$ cat config.mk
export PLATFORM = sky130hd
export DESIGN_NAME = card_clk_gen
export DESIGN_NICKNAME = d
export VERILOG_FILES = /design/src/rtl/ccg_pkg.sv /design/src/rtl/ccg_timing_reg.sv /design/src/rtl/ccg_divider.sv /design/src/rtl/ccg_timeout.sv /design/src/rtl/card_clk_gen.sv
export SDC_FILE = /design/constraint.sdc
export NUM_CORES = 1
export LEC_CHECK = 0
export ABC_CLOCK_PERIOD_IN_PS = 4440
export BUFFER_PORTS_ARGS = -buffer_cell sky130_fd_sc_hd__clkbuf_2
export CAP_MARGIN = 10
export CELL_PAD_IN_SITES_DETAIL_PLACEMENT = 1
export CELL_PAD_IN_SITES_GLOBAL_PLACEMENT = 2
export CORE_UTILIZATION = 39
export DETAILED_ROUTE_END_ITERATION = 8
export PLACE_DENSITY = 0.84
export SLEW_MARGIN = 20
export SYNTH_ARGS = -nofsm -noshare
export SYNTH_HDL_FRONTEND = slang
export SYNTH_SLANG_ARGS = --single-unit
$ cat constraint.sdc
create_clock -name clk_ref -period 4.44 [get_ports clk_ref]
set_input_delay 0.222 -clock clk_ref [delete_from_list [all_inputs] [get_ports clk_ref]]
set_output_delay 0.222 -clock clk_ref [all_outputs]
set_load 0.05 [all_outputs]
$ cat src/rtl/ccg_pkg.sv
package ccg_pkg;
    localparam int TMO_W    = 16;
    localparam int PRE_W    = 8;
    localparam int RATE_W   = 8;
    localparam int WORD_W   = TMO_W + PRE_W + RATE_W;
    localparam int HALF_W   = PRE_W - 1;

    // Field order in the packed struct fixes the bit positions of the word
    typedef struct packed {
        logic [TMO_W-1:0]  tmo;
        logic [PRE_W-1:0]  pre;
        logic [RATE_W-1:0] rate;
    } tword_t;

    localparam tword_t TWORD_RESET = '{tmo: {TMO_W{1'b1}}, pre: PRE_W'(2), rate: RATE_W'(0)};

    typedef enum logic {PH_LOW, PH_HIGH} phase_e;
    typedef enum logic [1:0] {TO_IDLE, TO_RUN, TO_EXPIRED} tostate_e;
endpackage

$ cat src/rtl/ccg_timing_reg.sv
module ccg_timing_reg
    import ccg_pkg::*;
(
    input  logic              clk,
    input  logic              rst_n,
    input  logic              wr,
    input  logic [WORD_W-1:0] data,
    output tword_t            word_o,
    output logic [HALF_W-1:0] half_pre_o
);
    tword_t word_q;

    always_ff @(posedge clk or negedge rst_n) begin
        if (!rst_n) begin
            word_q <= TWORD_RESET;
        end else if (wr) begin
            word_q <= tword_t'(data);
        end
    end

    // Half of the even prescale: dropping bit 0 rounds odd values down
    always_comb begin
        half_pre_o = word_q.pre[PRE_W-1:1];
        if (half_pre_o == '0) begin
            half_pre_o = HALF_W'(1);
        end
    end

    assign word_o = word_q;
endmodule

$ cat src/rtl/ccg_divider.sv
module ccg_divider
    import ccg_pkg::*;
(
    input  logic              clk,
    input  logic              rst_n,
    input  logic [HALF_W-1:0] half_pre_i,
    input  logic [RATE_W-1:0] rate_i,
    output logic              card_clk,
    output logic              card_clk_en
);
    phase_e            phase, phase_nx;
    logic [HALF_W-1:0] pre_cnt, act_half;
    logic [RATE_W-1:0] rate_cnt, act_rate;
    logic              half_tick, toggle, rise, en_q;

    assign half_tick = (pre_cnt == act_half - HALF_W'(1));
    assign toggle    = half_tick && (rate_cnt == act_rate);
    assign rise      = toggle && (phase == PH_LOW);

    always_comb begin
        phase_nx = phase;
        unique case (phase)
            PH_LOW:  if (toggle) phase_nx = PH_HIGH;
            PH_HIGH: if (toggle) phase_nx = PH_LOW;
        endcase
    end

    always_ff @(posedge clk or negedge rst_n) begin
        if (!rst_n) begin
            phase <= PH_LOW;
        end else begin
            phase <= phase_nx;
        end
    end

    always_ff @(posedge clk or negedge rst_n) begin
        if (!rst_n) begin
            pre_cnt  <= '0;
            rate_cnt <= '0;
            act_half <= HALF_W'(1);
            act_rate <= '0;
            en_q     <= 1'b0;
        end else begin
            pre_cnt <= half_tick ? '0 : pre_cnt + HALF_W'(1);
            if (toggle) begin
                rate_cnt <= '0;
            end else if (half_tick) begin
                rate_cnt <= rate_cnt + RATE_W'(1);
            end
            // Divisors are reloaded only at a rising boundary
            if (rise) begin
                act_half <= half_pre_i;
                act_rate <= rate_i;
            end
            en_q <= rise;
        end
    end

    always_comb begin
        card_clk    = (phase == PH_HIGH);
        card_clk_en = en_q;
    end
endmodule

$ cat src/rtl/ccg_timeout.sv
module ccg_timeout
    import ccg_pkg::*;
#(
    parameter int UNIT_CLKS = 4096
) (
    input  logic             clk,
    input  logic             rst_n,
    input  logic             start,
    input  logic             activity,
    input  logic             tick,
    input  logic [TMO_W-1:0] tmo_i,
    output logic             flag
);
    localparam int SUB_W = (UNIT_CLKS > 2) ? $clog2(UNIT_CLKS) : 1;
    localparam logic [SUB_W-1:0] SUB_LAST = SUB_W'(UNIT_CLKS - 1);

    tostate_e         state, state_nx;
    logic [TMO_W-1:0] units;
    logic [SUB_W-1:0] sub;
    logic             unit_wrap, reload;

    assign unit_wrap = tick && (sub == SUB_LAST);
    assign reload    = start || (activity && state == TO_RUN);

    always_comb begin
        state_nx = state;
        unique case (state)
            TO_IDLE: begin
                if (start && tmo_i != '0) state_nx = TO_RUN;
            end
            TO_RUN: begin
                if (start) begin
                    state_nx = (tmo_i != '0) ? TO_RUN : TO_IDLE;
                end else if (!activity && unit_wrap && units == TMO_W'(1)) begin
                    state_nx = TO_EXPIRED;
                end
            end
            TO_EXPIRED: begin
                if (start) state_nx = (tmo_i != '0) ? TO_RUN : TO_IDLE;
            end
            default: state_nx = TO_IDLE;
        endcase
    end

    always_ff @(posedge clk or negedge rst_n) begin
        if (!rst_n) begin
            state <= TO_IDLE;
        end else begin
            state <= state_nx;
        end
    end

    always_ff @(posedge clk or negedge rst_n) begin
        if (!rst_n) begin
            units <= '0;
            sub   <= '0;
        end else if (reload) begin
            units <= tmo_i;
            sub   <= '0;
        end else if (state == TO_RUN && tick) begin
            if (unit_wrap) begin
                sub   <= '0;
                units <= units - TMO_W'(1);
            end else begin
                sub <= sub + SUB_W'(1);
            end
        end
    end

    always_comb begin
        flag = (state == TO_EXPIRED);
    end
endmodule

$ cat src/rtl/card_clk_gen.sv
module card_clk_gen
    import ccg_pkg::*;
#(
    parameter int UNIT_CLKS = 4096
) (
    input  logic        clk_ref,
    input  logic        rst_n,
    input  logic        tw_wr,
    input  logic [31:0] tw_data,
    input  logic        to_start,
    input  logic        to_activity,
    output logic        card_clk,
    output logic        card_clk_en,
    output logic        to_flag
);
    tword_t            tword;
    logic [HALF_W-1:0] half_pre;
    logic [TMO_W-1:0]  tmo_val;

    ccg_timing_reg u_treg (
        .clk        (clk_ref),
        .rst_n      (rst_n),
        .wr         (tw_wr),
        .data       (tw_data[WORD_W-1:0]),
        .word_o     (tword),
        .half_pre_o (half_pre)
    );

    assign tmo_val = tword.tmo;

    ccg_divider u_div (
        .clk         (clk_ref),
        .rst_n       (rst_n),
        .half_pre_i  (half_pre),
        .rate_i      (tword.rate),
        .card_clk    (card_clk),
        .card_clk_en (card_clk_en)
    );

    ccg_timeout #(.UNIT_CLKS(UNIT_CLKS)) u_tmo (
        .clk      (clk_ref),
        .rst_n    (rst_n),
        .start    (to_start),
        .activity (to_activity),
        .tick     (card_clk_en),
        .tmo_i    (tmo_val),
        .flag     (to_flag)
    );
endmodule

==> impl_metrics.tcl, run 1 <==
set metrics [dict create \
    grt_max_degree 64 \
    synth_top_family_by_area "simple AND/OR/NAND/NOR gates" \
    htreeDepth 3 \
    totalWireLength_um 10700 \
    ios 40 \
    drtAntennaViolNets 0 \
    synthAdderAreaFrac_pct 1.90 \
    ys_async_sr_fraction_pct 100 \
    grtUsageTotal_pct 18.9 \
    cts_sinks 93 \
    gp_congestion 0.784 \
    synth_compound_area_share_pct 13.1 \
    cp-end-kind "flop" \
    worstMarginPinSlew_ps 1010 \
    cts_buffers 9 \
    drt-initial-drc-count 163 \
    synth_mux_area_share_pct 11.2 \
    viasPerCell 5.58 \
    holdWs_ps -26.3 \
    violations "hold timing" \
    path_cells "inv_1 -> ha_1 -> or3b_1 -> nor4_2 -> o2111ai_2 -> or3_1 -> nor2_1 -> ha_1 -> mux2_2" \
    die_width_um 111 \
    criticalPathCategory "flop to flop" \
    clock_latency_ps 340 \
    holdBufCountCts 0 \
    placedInstanceArea_um2 4930 \
    syn-mean-instance-area_um2 10.9 \
    hold_violations 11 \
    leakagePower_nw 2.27 \
    grt_pass1_wl_um 18600 \
    slew-limit-headroom_pct 32.8 \
    p_int_mw 1.42 \
    status "finished, violations left" \
    period_needed_ps 3530 \
    ir_drop_uv 171 \
    post_cts_buffers 0 \
    critPathTopFamily "simple AND/OR/NAND/NOR gates" \
    p_per_area_nw_per_um2 365 \
    clock.fmax_ghz 0.283 \
    power_frac_clock_pct 37.8 \
    synth-xor-area-share_pct 4.92 \
    p_switching_mw 0.482 \
    port_buffers 38 \
    ctsResizeCount 0 \
    critical-path-slowest-cell "ha_1" \
    slew_violations 0 \
    synth_fp_nets 468 \
    area_growth_pct 13.2 \
    dp_hpwl_um 7390 \
    crit_fanout 18 \
    rsz0062_at_grt "no" \
    num_vias 3392 \
    insertedDiodeCount 0 \
    die-area_um2 12200 \
    grt_pass1_vias 3657 \
    ys_types 56 \
    syn_inst 424 \
    cts_buffer_depth 2 \
    crit_top_cell "ha_1" \
    nNetsFinal 504 \
    path_buf_inv 1 \
    netlist_area_um2 4600 \
    grt_overflow 0 \
    row_count 39 \
    wl_per_cell_um 17.5 \
    fin_crit_sh_pct 79.6 \
    synth-edff-count 0 \
    critPathMaxStageDelay_ps 780 \
    fp.dieH_um 111 \
    cap_violations 0 \
    core_um2 11500 \
    initial_core_util_pct 40.1 \
    swShare_pct 25.4 \
    yosysWarnings 0 \
    setup_viol 0 \
    setup_tns_ps 0 \
    cts_tree "yes" \
    path_clk_slew_ps 60 \
    final_cells 608 \
    place_inst 592 \
    fin_worst_skew_ps 8.10 \
    critPathRequiredTime_ps 4660 \
    cts_root_buffer "clkbuf_16" \
    crit_arrival_ps 3750 \
    synth-main-ff-cell "dfrtp_1" \
    crit_start "u_div.act_half[1]$_DFFE_PN0P_" \
    yosysSeqAreaShare_pct 51.0 \
    drc 0 \
    worst_setup_path_start_kind "flop" \
    antenna_found_initial 0 \
    r2r-start "u_div.act_half[1]$_DFFE_PN0P_" \
    worstHoldPathType "primary input to asynchronous set/reset pin" \
    synth-simple-area-share_pct 15.6 \
    dr.pass1.iters 4 \
    pwr-share-seq_pct 52.0 \
    synth-seq-cells 93 \
    stdcell_area_um2 5210 \
    drive_gt1_share_pct 27.1 \
    pwr-share-comb_pct 10.1 \
]
## power groups by stage
stage / sequential [mW] / combinational [mW] / clock, mW
after global routing: 0.997 / 0.220 / 0.766
after global placement: 0.996 / 0.183 / 0
final: 0.988 / 0.192 / 0.719
after floorplan: 0.977 / 0.130 / 0
after CTS: 0.986 / 0.196 / 0.739
after detailed placement: 1.00 / 0.194 / 0
## cell usage after synthesis, drive strengths merged, types with 2 or more instances
cell | number | area (um^2)
nor2 | 33 | 131
a21o | 3 | 22.5
mux2 | 45 | 507
a2111o | 5 | 56.3
nand4 | 4 | 25.0
or3 | 9 | 56.3
nor3b | 2 | 15.0
a22oi | 2 | 15.0
or4 | 4 | 33.8
xnor2 | 12 | 113
nor4 | 15 | 100
or3b | 4 | 35.0
nand3 | 12 | 60.1
o21ai | 28 | 140
nand2b | 4 | 25.0
clkbuf | 11 | 41.3
a21oi | 28 | 144
buf | 5 | 21.3
dfrtp | 75 | 1880
ha | 7 | 87.6
nor3 | 12 | 65.1
o31ai | 3 | 22.5
dfstp | 18 | 473
a32o | 6 | 60.1
inv | 11 | 41.3
o32ai | 2 | 17.5
xor2 | 13 | 114
o2bb2ai | 3 | 26.3
and3 | 5 | 31.3
nor2b | 3 | 18.8
or2 | 2 | 12.5
o22ai | 3 | 18.8
nand2 | 22 | 82.6
## worst paths after layout
kind | endpoint | slack, ps | depth (start not counted)
min in group clk_ref | u_treg.word_o[10]$_DFFE_PN0P_ | 110 | 2
setup / recovery | u_div.act_rate[5]$_DFFE_PN0P_ | 910 | 9
max in group asynchronous | u_treg.word_o[27]$_DFFE_PN1P_ | 3480 | 2
hold reg to reg | u_treg.word_o[3]$_DFFE_PN0P_ | 500 | 1
setup reg to reg | u_div.act_rate[5]$_DFFE_PN0P_ | 910 | 9
hold / removal | u_tmo.sub[1]$_DFFE_PN0P_ | -30 | 1
## metal layers
| metal | vias up | global-route usage [%] | wire length (um) |
|---|---|---|---|
| met5 | - | 0 | 0 |
| met4 | 0 | 7.29 | 144 |
| met3 | 9 | 2.91 | 255 |
| met2 | 37 | 29.6 | 4950 |
| met1 | 1721 | 26.4 | 5320 |
| li1 | 1625 | - | - |
## kinds of logic (layout without fill, tap and decap cells)
| kind of cell | after synthesis | count (layout) |
|---|---|---|
| simple gates | 134 | 134 |
| xor+xnor | 25 | 25 |
| flops | 93 | 93 |
| fa+ha+maj | 7 | 7 |
| mux | 46 | 46 |
| buf+inv | 27 | 68 |
| compound gates | 92 | 92 |
## layout by cell type, fill, tap and decap left out, types with 4 or more instances in the layout
| cell type | n |
|---|---|
| dfrtp_1 | 75 |
| buf_4 | 4 |
| mux2_2 | 44 |
| inv_1 | 11 |
| or3_1 | 9 |
| clkbuf_16 | 9 |
| dfstp_2 | 18 |
| nand2_1 | 22 |
| a32o_1 | 6 |
| nand2b_1 | 4 |
| xor2_1 | 13 |
| clkbuf_2 | 37 |
| a21oi_1 | 27 |
| a2111o_1 | 5 |
| xnor2_1 | 11 |
| nand3_1 | 12 |
| nor4_1 | 14 |
| and3_1 | 5 |
| o21ai_0 | 19 |
| ha_1 | 7 |
| nor3_1 | 11 |
| o21ai_1 | 9 |
| nor2_1 | 32 |
| nand4_1 | 4 |
## final cells by class
class | instances | area, um^2
clock buffer | 14 | 264
clock inverter | 2 | 10.0
fill | 1243 | 6260
inverter | 11 | 41.3
multi-input combinational | 304 | 2150
sequential | 93 | 2350
tap | 143 | 179
timing repair buffer | 41 | 215
## registers in the layout, indices dropped and copies added (netlist names)
signal             flops
u_div.card_clk_en      1
u_div.rate_cnt         8
u_treg.word_o         31
u_div.act_rate         8
u_tmo.units           16
u_tmo.state            2
u_div.act_half         7
u_tmo.sub             12
u_div.card_clk         1
u_div.pre_cnt          7
## metrics by stage
step	power [mW]	hold slack (ps)	utilization (%)	setup slack, ps
4_1_cts	1.92	14.3	45.4	899
3_3_place_gp	1.18	376	43.0	1100
5_1_grt	1.98	51.7	45.4	643
2_1_floorplan	1.11	-73.6	-	1330
3_5_place_dp	1.19	379	43.0	946
6_report	1.90	-26.3	45.4	907
No activity file was read; power rests on OpenSTA's default activity.
==> run 2, diff against run 1 <==
--- a/config.mk
+++ b/config.mk
@@ -5,7 +5,7 @@
 export SDC_FILE = /design/constraint.sdc
 export NUM_CORES = 1
 export LEC_CHECK = 0
-export ABC_CLOCK_PERIOD_IN_PS = 4440
+export ABC_CLOCK_PERIOD_IN_PS = 3700
 export BUFFER_PORTS_ARGS = -buffer_cell sky130_fd_sc_hd__clkbuf_2
 export CAP_MARGIN = 10
 export CELL_PAD_IN_SITES_DETAIL_PLACEMENT = 1
==> constraint.sdc (replaced) <==
create_clock -name clk_ref -period 3.7 [get_ports clk_ref]
set_input_delay 0.185 -clock clk_ref [delete_from_list [all_inputs] [get_ports clk_ref]]
set_output_delay 0.185 -clock clk_ref [all_outputs]
set_load 0.05 [all_outputs]
==> run 2 against run 1 <==
  * The run now ends clean
  * Core utilization up 0.38 points
  * Power up 23%
  * Global-route usage up 0.48 points
  * Cell count up 0.49%
  * Worst setup slack worse by 380 ps
  * Die area unchanged
  * Sequential share of layout area down 0.38 points
  * Register-to-register slack worse by 380 ps
  * Non-clock buffer count up 3
  * Clock power up 29%
  * Final area up 0.84%
  * Maximum frequency up 11%
  * Critical endpoint is now u_div.act_rate[0]$_DFFE_PN0P_
  * Largest cell class unchanged
==> impl_metrics.tcl, run 2 (same netlist as run 1, synthesis figures left out) <==
set metrics [dict create \
    status "complete, no violations" \
    worst_setup_path_start_kind "flop" \
    cts_root_buffer "clkbuf_16" \
    fin_worst_skew_ps 5.49 \
    drive_gt1_share_pct 27.8 \
    pwr-share-comb_pct 9.9 \
    gp_congestion 0.765 \
    drtAntennaViolNets 0 \
    critPathMaxStageDelay_ps 480 \
    path_cells "inv_1 -> ha_1 -> or3b_1 -> nor4_2 -> o2111ai_2 -> or3_1 -> nor2_1 -> ha_1 -> buf_4 -> mux2_2" \
    final_common_cell "dfrtp_1" \
    cts_buffers 9 \
    row_count 39 \
    fin_crit_sh_pct 85.7 \
    grt_pass1_vias 3663 \
    drc 0 \
    area_growth_pct 14.1 \
    critPathRequiredTime_ps 3930 \
    leakagePower_nw 2.29 \
    placedInstanceArea_um2 4950 \
    cts_tree "yes" \
    dr.pass1.iters 4 \
    grtUsageTotal_pct 19.4 \
    ff_latch_area_um2 2350 \
    nNetsFinal 507 \
    port_buffers 38 \
    insertedDiodeCount 0 \
    num_vias 3434 \
    worstHoldPathType "primary input to flop" \
    die-area_um2 12200 \
    cts_buffer_depth 2 \
    criticalPathCategory "flop to flop" \
    dp_hpwl_um 7450 \
    crit_start "u_div.act_half[1]$_DFFE_PN0P_" \
    r2r-start "u_div.act_half[1]$_DFFE_PN0P_" \
    slew_violations 0 \
    rsz0062_at_grt "no" \
    setup_viol 0 \
    fp.dieH_um 111 \
    critical-path-slowest-cell "or3_1" \
    ios 40 \
    multi_input_comb_area_um2 2150 \
    grt_max_degree 67 \
    wl_per_cell_um 17.8 \
    die_width_um 111 \
    mostFrequentLayoutCells "75 x dfrtp_1, 44 x mux2_2, 37 x clkbuf_2" \
    clock.fmax_ghz 0.315 \
    drt-initial-drc-count 188 \
    fillCellCount 1264 \
    slew-limit-headroom_pct 30.1 \
    period_needed_ps 3170 \
    cp-end-kind "flop" \
    htreeDepth 3 \
    largest_register_ffs 31 \
    crit_fanout 18 \
    grt_pass1_wl_um 18900 \
    stdcell_area_um2 5250 \
    setup_tns_ps 0 \
    pwr-share-seq_pct 50.6 \
    crit_top_cell "ha_1" \
    hold_violations 0 \
    initial_core_util_pct 40.1 \
    swShare_pct 26.0 \
    worstMarginPinSlew_ps 1050 \
    p_per_area_nw_per_um2 445 \
    power_frac_clock_pct 39.5 \
    cap_violations 0 \
    critPathTopFamily "simple AND/OR/NAND/NOR gates" \
    crit_arrival_ps 3400 \
    antenna_found_initial 0 \
    cts_sinks 93 \
    ir_drop_uv 268 \
    core_um2 11500 \
    totalWireLength_um 10900 \
    grt_overflow 0 \
    p_switching_mw 0.607 \
    clock_latency_ps 350 \
    p_int_mw 1.73 \
    path_clk_slew_ps 70 \
    post_cts_buffers 0 \
    hp-start "tw_data[0]" \
    path_buf_inv 2 \
    viasPerCell 5.62 \
]
-- run 2: changes by cell type in the layout (fill, tap and decap cells not counted), sizes merged --
cell / previous run / this run
clkinvlp: 0 / 2
clkinv: 2 / 3
clkbuf: 51 / 47
bufinv: 0 / 1
buf: 4 / 6
dlygate4sd3: 0 / 1
-- run 2: what timing repair did --
action	4_1_cts	5_1_grt
hold buffers	1	0
resized for setup	0	0
setup endpoints to repair	0	0
endpoints found under the hold margin	33	0
-- run 2: path summary, 6_finish.rpt --
| kind | endpoint | slack, ps | cells past startpoint |
|---|---|---|---|
| worst max-delay path | u_div.act_rate[0]$_DFFE_PN0P_ | 530 | 10 |
| worst min-delay path | u_treg.word_o[0]$_DFFE_PN0P_ | 70 | 2 |
| worst max register to register | u_div.act_rate[0]$_DFFE_PN0P_ | 530 | 10 |
| worst min register to register | u_tmo.units[12]$_DFFE_PN0P_ | 510 | 2 |
| max in group asynchronous | u_treg.word_o[9]$_DFFE_PN1P_ | 2230 | 3 |
| min in group asynchronous | u_tmo.sub[4]$_DFFE_PN0P_ | 510 | 2 |
-- run 2: routing by layer --
metal  global-route usage, %  routed length (um)  vias up
met5                       0                   0        -
met4                    7.47                 179        0
met3                    3.24                 253       11
met2                    29.6                5000       42
met1                    27.4                5430     1744
li1                        -                   -     1637
-- run 2: cell type report --
type | count | share of cell area, %
inverter | 11 | 0.786
sequential | 93 | 44.7
timing repair buffer | 44 | 4.57
clock inverter | 6 | 1.21
tap | 143 | 3.41
multi-input combinational | 304 | 40.9
clock buffer | 10 | 4.36
-- run 2: power groups by stage --
stage          clock [mW]  combinational, mW  sequential (mW)
2_1_floorplan           0              0.155             1.17
3_3_place_gp            0              0.219             1.19
3_5_place_dp            0              0.232             1.20
4_1_cts             0.946              0.236             1.18
5_1_grt             0.985              0.265             1.19
6_report            0.925              0.231             1.18
-- run 2: stage by stage --
| stage | hold slack (ps) | power (mW) | setup slack (ps) | util (%) | instances |
|---|---|---|---|---|---|
| after CTS | 55.3 | 2.36 | 525 | 45.8 | 611 |
| final | 66.7 | 2.34 | 530 | 45.8 | 611 |
| after global routing | 65.8 | 2.44 | 378 | 45.8 | 611 |
| after global placement | 349 | 1.41 | 767 | 43.2 | 594 |
| after floorplan | -111 | 1.33 | 592 | - | 424 |
| after detailed placement | 365 | 1.43 | 606 | 43.2 | 594 |
